==> src/rtl/selftest_pkg.sv <==
package selftest_pkg;
  typedef enum logic [2:0] {
    ST_ZERO   = 3'd0,
    ST_WAITFW = 3'd1,
    ST_RUN    = 3'd2,
    ST_OPER   = 3'd3,
    ST_DIS    = 3'd4,
    ST_UNINIT = 3'd5
  } st_e;

  localparam logic [1:0] CTRL_STATUS_Q = 2'd0;

  // control requests allowed in each state
  function automatic logic ctrl_allowed(st_e s, logic [1:0] kind);
    case (s)
      ST_OPER: return 1'b1;
      ST_DIS:  return kind == CTRL_STATUS_Q;
      default: return 1'b0;
    endcase
  endfunction
endpackage

==> src/rtl/zero_sweep.sv <==
module zero_sweep #(
  parameter int DEPTH = 16,
  localparam int AW = $clog2(DEPTH)
) (
  input  logic          clk,
  input  logic          rst_n,
  input  logic          en,
  output logic [AW-1:0] addr,
  output logic          last
);
  assign last = addr == AW'(DEPTH - 1);

  always_ff @(posedge clk or negedge rst_n) begin
    if (!rst_n)  addr <= '0;
    else if (en) addr <= last ? '0 : addr + 1'b1;
  end
endmodule

==> src/rtl/kat_timer.sv <==
module kat_timer #(
  parameter int LIMIT = 20,
  localparam int TW = $clog2(LIMIT + 1)
) (
  input  logic clk,
  input  logic rst_n,
  input  logic run,
  output logic expired
);
  logic [TW-1:0] cnt;

  assign expired = cnt == TW'(LIMIT - 1);

  always_ff @(posedge clk or negedge rst_n) begin
    if (!rst_n)               cnt <= '0;
    else if (!run)            cnt <= '0;
    else if (!expired)        cnt <= cnt + 1'b1;
  end
endmodule

==> src/rtl/kat_status.sv <==
module kat_status #(
  parameter int N = 8
) (
  input  logic         clk,
  input  logic         rst_n,
  input  logic         commit,
  input  logic [N-1:0] sel,
  input  logic         fail_in,
  output logic [N-1:0] bits
);
  for (genvar i = 0; i < N; i++) begin : g_bit
    always_ff @(posedge clk or negedge rst_n) begin
      if (!rst_n)                 bits[i] <= 1'b0;
      else if (commit && sel[i])  bits[i] <= fail_in;
    end
  end
endmodule

==> src/rtl/selftest_seq.sv <==
module selftest_seq
  import selftest_pkg::*;
#(
  parameter int NUM_ENG     = 8,
  parameter int RAM_DEPTH   = 16,
  parameter int KAT_TIMEOUT = 20,
  localparam int IW = $clog2(NUM_ENG),
  localparam int AW = $clog2(RAM_DEPTH)
) (
  input  logic               clk,
  input  logic               rst_n,
  input  logic               fw_ok_valid,
  input  logic               fw_ok,
  input  logic               reinit,
  output logic [NUM_ENG-1:0] kat_start,
  input  logic [NUM_ENG-1:0] kat_done,
  input  logic [NUM_ENG-1:0] kat_fail,
  input  logic               stat_rd_en,
  output logic [NUM_ENG+2:0] stat_rd_data,
  output logic               data_out_en,
  input  logic               ctrl_req,
  input  logic [1:0]         ctrl_type,
  output logic               ctrl_accept,
  output logic               zero_we,
  output logic [AW-1:0]      zero_addr
);
  st_e              state, state_n;
  logic [IW-1:0]    idx;
  logic             launch;
  logic [NUM_ENG-1:0] eng_sel, fail_q;

  // named internal events
  logic in_wait, done_sel, timer_expired, kat_timeout, kat_commit;
  logic commit_fail, last_eng, sweep_last, any_fail_next;
  logic [2:0] st_code;

  assign st_code       = state;
  assign eng_sel       = NUM_ENG'(1) << idx;
  assign in_wait       = (state == ST_RUN) && !launch;
  assign done_sel      = in_wait && kat_done[idx];
  assign kat_timeout   = in_wait && timer_expired && !done_sel;
  assign kat_commit    = done_sel || kat_timeout;
  assign commit_fail   = done_sel ? kat_fail[idx] : 1'b1;
  assign last_eng      = idx == IW'(NUM_ENG - 1);
  assign any_fail_next = (|fail_q) || (kat_commit && commit_fail);

  zero_sweep #(.DEPTH(RAM_DEPTH)) u_sweep (
    .clk(clk), .rst_n(rst_n), .en(state == ST_ZERO),
    .addr(zero_addr), .last(sweep_last)
  );

  kat_timer #(.LIMIT(KAT_TIMEOUT)) u_timer (
    .clk(clk), .rst_n(rst_n), .run(in_wait), .expired(timer_expired)
  );

  kat_status #(.N(NUM_ENG)) u_status (
    .clk(clk), .rst_n(rst_n), .commit(kat_commit), .sel(eng_sel),
    .fail_in(commit_fail), .bits(fail_q)
  );

  always_comb begin
    state_n = state;
    case (state)
      ST_ZERO:   if (sweep_last) state_n = ST_WAITFW;
      ST_WAITFW: if (fw_ok_valid) state_n = fw_ok ? ST_RUN : ST_UNINIT;
      ST_RUN:    if (kat_commit && last_eng)
                   state_n = any_fail_next ? ST_DIS : ST_OPER;
      ST_UNINIT: if (reinit) state_n = ST_WAITFW;
      default:   state_n = state;
    endcase
  end

  always_ff @(posedge clk or negedge rst_n) begin
    if (!rst_n) begin
      state  <= ST_ZERO;
      idx    <= '0;
      launch <= 1'b0;
    end else begin
      state <= state_n;
      if (state == ST_WAITFW && fw_ok_valid && fw_ok) begin
        idx    <= '0;
        launch <= 1'b1;
      end else if (state == ST_RUN) begin
        if (launch) launch <= 1'b0;
        else if (kat_commit && !last_eng) begin
          idx    <= idx + 1'b1;
          launch <= 1'b1;
        end
      end
    end
  end

  always_ff @(posedge clk or negedge rst_n) begin
    if (!rst_n)          stat_rd_data <= '0;
    else if (stat_rd_en) stat_rd_data <= {st_code, fail_q};
  end

  assign kat_start   = (state == ST_RUN && launch) ? eng_sel : '0;
  assign data_out_en = state == ST_OPER;
  assign ctrl_accept = ctrl_req && ctrl_allowed(state, ctrl_type);
  assign zero_we     = state == ST_ZERO;
endmodule

==> config.mk <==
export PLATFORM = sky130hd
export DESIGN_NAME = selftest_seq
export DESIGN_NICKNAME = d
export VERILOG_FILES = /design/src/rtl/selftest_pkg.sv /design/src/rtl/zero_sweep.sv /design/src/rtl/kat_timer.sv /design/src/rtl/kat_status.sv /design/src/rtl/selftest_seq.sv
export SDC_FILE = /design/constraint.sdc
export NUM_CORES = 1
export LEC_CHECK = 0
export ABC_AREA = 1
export ABC_CLOCK_PERIOD_IN_PS = 2050
export BUFFER_PORTS_ARGS = -buffer_cell sky130_fd_sc_hd__buf_4
export CAP_MARGIN = 20
export CORE_ASPECT_RATIO = 1.5
export CORE_MARGIN = 3
export CORE_UTILIZATION = 51
export CTS_CLUSTER_SIZE = 16
export DETAILED_ROUTE_END_ITERATION = 10
export PLACE_DENSITY_LB_ADDON = 0.2
export REMOVE_ABC_BUFFERS = 1
export SLEW_MARGIN = 20
export SYNTH_ARGS = -nofsm -noshare
export SYNTH_HDL_FRONTEND = slang
export SYNTH_SLANG_ARGS = --single-unit
export TNS_END_PERCENT = 5
==> constraint.sdc <==
create_clock -name clk -period 2.05 [get_ports clk]
set_input_delay 0 -clock clk [delete_from_list [all_inputs] [get_ports clk]]
set_output_delay 0 -clock clk [all_outputs]
set_load 0.02 [all_outputs]
==> results of run 1 <==
## stage by stage
step / std cells / setup slack, ns / utilization [%] / instance area (um2)
floorplan: 257 / 0.5811 / - / 1999
global placement: 350 / 0.4426 / 64.76 / 2429
detailed placement: 350 / 0.3930 / 64.76 / 2429
CTS: 359 / 0.3234 / 67.70 / 2539
global route: 359 / 0.1854 / 67.70 / 2539
finish: 359 / 0.3328 / 67.70 / 2539
## Yosys cell counts (2+ instances only)
cell / instances
nand3_1: 12
nor3_1: 2
inv_1: 39
nand4_1: 4
buf_6: 2
inv_2: 5
a21oi_1: 11
o21ai_0: 19
nand2_2: 7
ha_1: 8
dfrtp_1: 35
nand2_1: 66
nor2_1: 25
nand3_2: 5
clkbuf_1: 2
o21ai_1: 4
mux2_2: 3
nand3_4: 2
## power groups by stage
stage | combinational (uW) | clock (uW) | sequential, uW
after floorplan | 731 | 0 | 1170
after global placement | 1200 | 0 | 1090
after detailed placement | 1220 | 0 | 1100
after CTS | 1230 | 556 | 1090
after global routing | 1380 | 584 | 1120
final | 1220 | 543 | 1090
## area by class of cell
class                           instances  share of cell area (%)
Multi-Input combinational cell        178                   37.75
Sequential cell                        35                   34.50
Timing Repair Buffer                   51                   15.18
Inverter                               44                   6.506
Clock buffer                            8                   3.943
Tap cell                               43                   2.119
## sequential cells by signal, indices dropped and copies added (netlist names)
register,cells
u_status.bits,8
u_sweep.addr,4
launch,1
idx,3
u_timer.cnt,5
st_code,3
stat_rd_data,11
## routing by layer
layer	vias to the layer above	wire length (um)	global-route usage, %
met2	45	2160	31.79
met3	6	180	4.821
met5	-	0	0
met1	779	1808	22.10
li1	930	-	-
met4	0	43	6.329
## path summary, 6_finish.rpt
| kind | to | slack [ns] |
|---|---|---|
| min in group asynchronous | stat_rd_data[5] | 0.19 |
| hold reg to reg | u_sweep.addr[3] | 0.51 |
| setup / recovery | kat_start[3] | 0.33 |
| hold / removal | stat_rd_data[1] | 0.03 |
| setup reg to reg | st_code[0] | 0.38 |
| max in group asynchronous | u_sweep.addr[0] | 1.54 |
## worst max-delay path, delay by kind of cell (launching register included)
kind                   cells  cell delay, ns
buffers and inverters      3            0.47
flip-flops                 1            0.42
AND/OR/NAND/NOR            3            0.53
## cell families after synthesis
logic type,after synthesis,synth area share (%)
buf+inv,48,9.618
mux,3,1.664
simple gates,127,30.02
xor+xnor,1,0.4316
flops,35,43.16
fa+ha+maj,8,4.932
compound gates,39,10.17
==> flow_summary.yaml, run 1 <==
synthesis:
  yosysUniqueCellTypes: 28
  syn_area_mm2: 0.002029
  yosys_warnings: 0
  netlist.area_leader.share_pct: 43.16
  yosysSeqAreaShare_pct: 43.16
  synth-seq-cells: 35
  synth_ff_type: "dfrtp_1"
  async_reset_ff_share_pct: 100.0
  synth.largest_area_cell: "dfrtp_1"
  synth_area_leaders: "dfrtp_1 43%, nand2_1 12%, inv_1 7.2%"
  synth_edf_count: 0
  synthesis.instances: 261
  avgSynthCellArea_um2: 7.776
final_layout:
  final_cell_mix: "66 x nand2_1, 50 x buf_4, 39 x inv_1, 35 x dfrtp_1, 25 x nor2_1"
  fill_cells: 331
  drive_gt1_share_pct: 26.27
  layout_commonest_cell: "nand2_1"
  multi_input_area_um2: 958.4
  area_growth_pct: 25.09
  diodes: 0
  finalNetCount: 348
  regArea_um2: 875.8
timing:
  final-hold-violation-count: 0
  finalSetupTns_ns: 0
  period_needed_ns: 1.717
  post-route-period-util_pct: 83.76
  timing.hold.ws_ns: 0.03472
  report.final.slew_viol_count: 0
  fmax_mhz: 582.4
  slew_headroom_pct: 63.25
  rsz0062_at_grt: "no"
  clock_skew_ns: 0.005093
  worstMarginPinSlew_ns: 0.5462
  setup_viol: 0
grt:
  grt_max_degree: 36
  grt_pass1_wl_um: 7051
  grt_pass1_vias: 1615
  grtUsageTotal_pct: 18.63
  grt-ovfl-total: 0
  antenna_found_initial: 0
critical_path:
  crit_path_start_kind: "flip-flop"
  cp_max_fo: 8
  crit_type: "reg -> out"
  crit_path_cell_trace: "inv_1 -> nand3_4 -> inv_1 -> nand2_1 -> nor2_1 -> buf_4"
  crit_path_max_incr_delay_ns: 0.42
  arrival_ns: 1.72
  r2r-start: "idx[0]"
  crit_path_start: "st_code[0]"
  reg2reg_depth: 13
  cp-end-kind: "output port"
  cp_slowest_cell: "dfrtp_1"
  critPathMostFrequentCell: "inv_1"
  crit_required_ns: 2.05
clock_tree:
  ctsLongestPathBuffers: 2
  post_cts_resized: 0
  clk_latency_ns: 0.29
  clock_sinks: 35
  cts_buffers: 5
  cts-hold-fix-buffers: 1
  cts_tree: "done"
  post_cts_buffers: 0
  root_buffer: "clkbuf_8"
  h-tree-depth: 2
  path_clk_slew_ns: 0.07
placed_design:
  io_buffer_count: 50
  hpwl_um: 3298
  place.gp.congestion: 0.7787
pwr:
  comb_power_share_pct: 42.7
  powerDensity_mw_per_mm2: 1121
  p_sw_uw: 1189
  seq_power_share_pct: 38.2
  peakVddDrop_mv: 0.8295
  swShare_pct: 41.76
  p_int_uw: 1658
  power.leakage_uw: 0.001324
  finalPower_uw: 2847
  power_frac_clock_pct: 19.1
routing:
  viasPerCell: 4.903
  vias: 1760
  ant_nets: 0
  drt_pre_antenna_iters: 4
  wire_per_inst_um: 11.68
  drc_errors: 0
  drtIter0Drc: 59
  wl_um: 4192
hold_path:
  min_from: "stat_rd_en"
  min_path_type: "in -> reg"
  hold_path_depth: 2
floorplan:
  start_util_pct: 54.12
  core_mm2: 0.003750
  io_pins: 51
  rows: 27
  die_w_um: 57.51
  fp.dieH_um: 83.26
  die_area_mm2: 0.004788
run:
  max_cap_violations: 0
run_status:
  outcome: "finished clean"
Power figures use the tool's default switching activity.
==> run 2: changes to the inputs <==
--- a/config.mk
+++ b/config.mk
@@ -6,7 +6,7 @@
 export NUM_CORES = 1
 export LEC_CHECK = 0
 export ABC_AREA = 1
-export ABC_CLOCK_PERIOD_IN_PS = 2050
+export ABC_CLOCK_PERIOD_IN_PS = 1600
 export BUFFER_PORTS_ARGS = -buffer_cell sky130_fd_sc_hd__buf_4
 export CAP_MARGIN = 20
 export CORE_ASPECT_RATIO = 1.5
==> constraint.sdc (replaced) <==
create_clock -name clk -period 1.6 [get_ports clk]
set_input_delay 0 -clock clk [delete_from_list [all_inputs] [get_ports clk]]
set_output_delay 0 -clock clk [all_outputs]
set_load 0.02 [all_outputs]
==> run 2 against run 1 <==
- critical path depth is the same
- sequential share of layout area shrank 0.94 points
- largest power group unchanged
- hold slack gained 0.0021 ns
- highest routed layer unchanged
==> flow_summary.yaml, run 2 (same netlist as run 1, synthesis figures left out) <==
final_layout:
  design_area_mm2: 0.002621
  final_cell_mix: "62 x nand2_1, 56 x buf_4, 34 x inv_1, 32 x dfrtp_1, 25 x nor2_1"
  multi_input_area_um2: 975.9
  regMostFlops: "stat_rd_data"
  area_growth_pct: 29.16
  reg.largest.list: "stat_rd_data: 11 flops, u_status.bits: 8 flops, u_timer.cnt: 5 flops"
  fill_cells: 328
  finalNetCount: 355
  drive_gt1_share_pct: 32.20
  regArea_um2: 879.6
  post-route-util_pct: 69.90
  diodes: 0
  largest_reg_flops: 11
  layout_commonest_cell: "nand2_1"
timing:
  final-hold-violation-count: 0
  setup_viol: 0
  period_needed_ns: 1.545
  finalSetupTns_ns: 0
  fin_ws_ns: 0.05473
  slew_headroom_pct: 70.91
  post-route-period-util_pct: 96.58
  rsz0062_at_grt: "yes"
  clock_skew_ns: 0.003200
  worstMarginPinSlew_ns: 0.4323
  fmax_mhz: 647.1
  report.final.slew_viol_count: 0
clock_tree:
  clk_latency_ns: 0.29
  post_cts_buffers: 0
  h-tree-depth: 2
  cts_tree: "done"
  path_clk_slew_ns: 0.07
  ctsLongestPathBuffers: 2
  clock_sinks: 35
  root_buffer: "clkbuf_8"
  cts_buffers: 5
grt:
  grt_pass1_vias: 1765
  grt-ovfl-total: 0
  grt_max_degree: 36
  grt_pass1_wl_um: 7258
  antenna_found_initial: 0
  grtUsageMet3_pct: 4.355
  grt.met1_usage_pct: 19.33
  grtUsageTotal_pct: 19.26
  grt-busiest-layer: "met2"
  use_met2_pct: 35.91
routing:
  viasPerCell: 4.964
  drt_pre_antenna_iters: 4
  vias: 1817
  wl_um: 4195
  drc_errors: 0
  ant_nets: 0
  drtIter0Drc: 59
  wire_per_inst_um: 11.46
floorplan:
  die_w_um: 57.51
  rows: 27
  io_pins: 51
  die_area_mm2: 0.004788
  start_util_pct: 54.12
  core_mm2: 0.003750
  fp.dieH_um: 83.26
hold_path:
  min_path_type: "in -> reg"
pwr:
  power.leakage_uw: 0.001351
  powerDensity_mw_per_mm2: 1437
  peakVddDrop_mv: 1.025
  finalPower_uw: 3766
run_status:
  outcome: "finished clean"
critical_path:
  arrival_ns: 1.55
  cp_max_fo: 9
  cp-end-kind: "output port"
  crit_path_start_kind: "flip-flop"
  crit_required_ns: 1.60
  crit_type: "reg -> out"
placed_design:
  place_area_mm2: 0.002481
  place.gp.congestion: 0.8157
  hpwl_um: 3399
  pre_cts_ws_ns: 0.05777
  io_buffer_count: 50
run:
  max_cap_violations: 0
-- run 2: cell count changes in the layout (fill, tap and decap cells not counted), moves of 3 or more --
cell,previous run,this run
buf_4,50,56
inv_1,39,34
inv_2,5,9
nand2_1,66,62
nand2_2,7,11
dfrtp_1,35,32
dfrtp_2,0,3
-- run 2: layer usage --
metal	part of all wire, %	wire [um]
met1	39	1616
met2	54	2274
met3	5.2	217
met4	2.1	87
met5	0	0
-- run 2: layout make-up --
| cell class | instances | share of cell area [%] |
|---|---|---|
| inverters | 44 | 6.492 |
| flip-flops and latches | 35 | 33.56 |
| clock buffers | 8 | 3.819 |
| repair buffers | 58 | 16.85 |
| multi-input cells | 178 | 37.23 |
| well taps | 43 | 2.053 |
-- run 2: critical path, stage by stage, from the launching register on --
cell and delay, ns:
dfrtp_2 0.46, clkinv_4 0.11, buf_4 0.16, ha_1 0.20
nand2_1 0.11, nor2_1 0.06, buf_4 0.16
-- run 2: through the flow --
| step | hold slack [ns] | std cells |
|---|---|---|
| finish | 0.03682 | 366 |
| floorplan | -0.2956 | 257 |
| detailed placement | -0.02088 | 357 |
| global placement | -0.02237 | 357 |
| global route | 0.05542 | 366 |
| CTS | 0.03066 | 366 |
-- run 2: where the power goes --
group / leakage (uW) / internal (uW) / switching [uW]
sequential: 0.000385 / 1130 / 251
clock: 0.0000515 / 393 / 304
combinational: 0.000915 / 693 / 997
total: 0.00135 / 2210 / 1550
-- run 2: worst paths after layout --
check / from / depth (start not counted) / endpoint / slack (ns)
setup reg to reg: idx[0] / 9 / u_status.bits[1] / 0.11
setup / recovery: idx[0] / 6 / kat_start[0] / 0.05
hold reg to reg: u_status.bits[2] / 2 / u_status.bits[2] / 0.50
min in group asynchronous: rst_n / 2 / stat_rd_data[2] / 0.20
max in group asynchronous: rst_n / 2 / st_code[2] / 1.06
hold / removal: stat_rd_en / 2 / stat_rd_data[2] / 0.04
-- run 2: what timing repair did --
action / 4_1_cts / 5_1_grt
setup endpoints to repair: 5 / 21
pin swaps: 0 / 0
hold buffers: 1 / 0
endpoints found under the hold margin: 35 / 0
resized for setup: 2 / 16
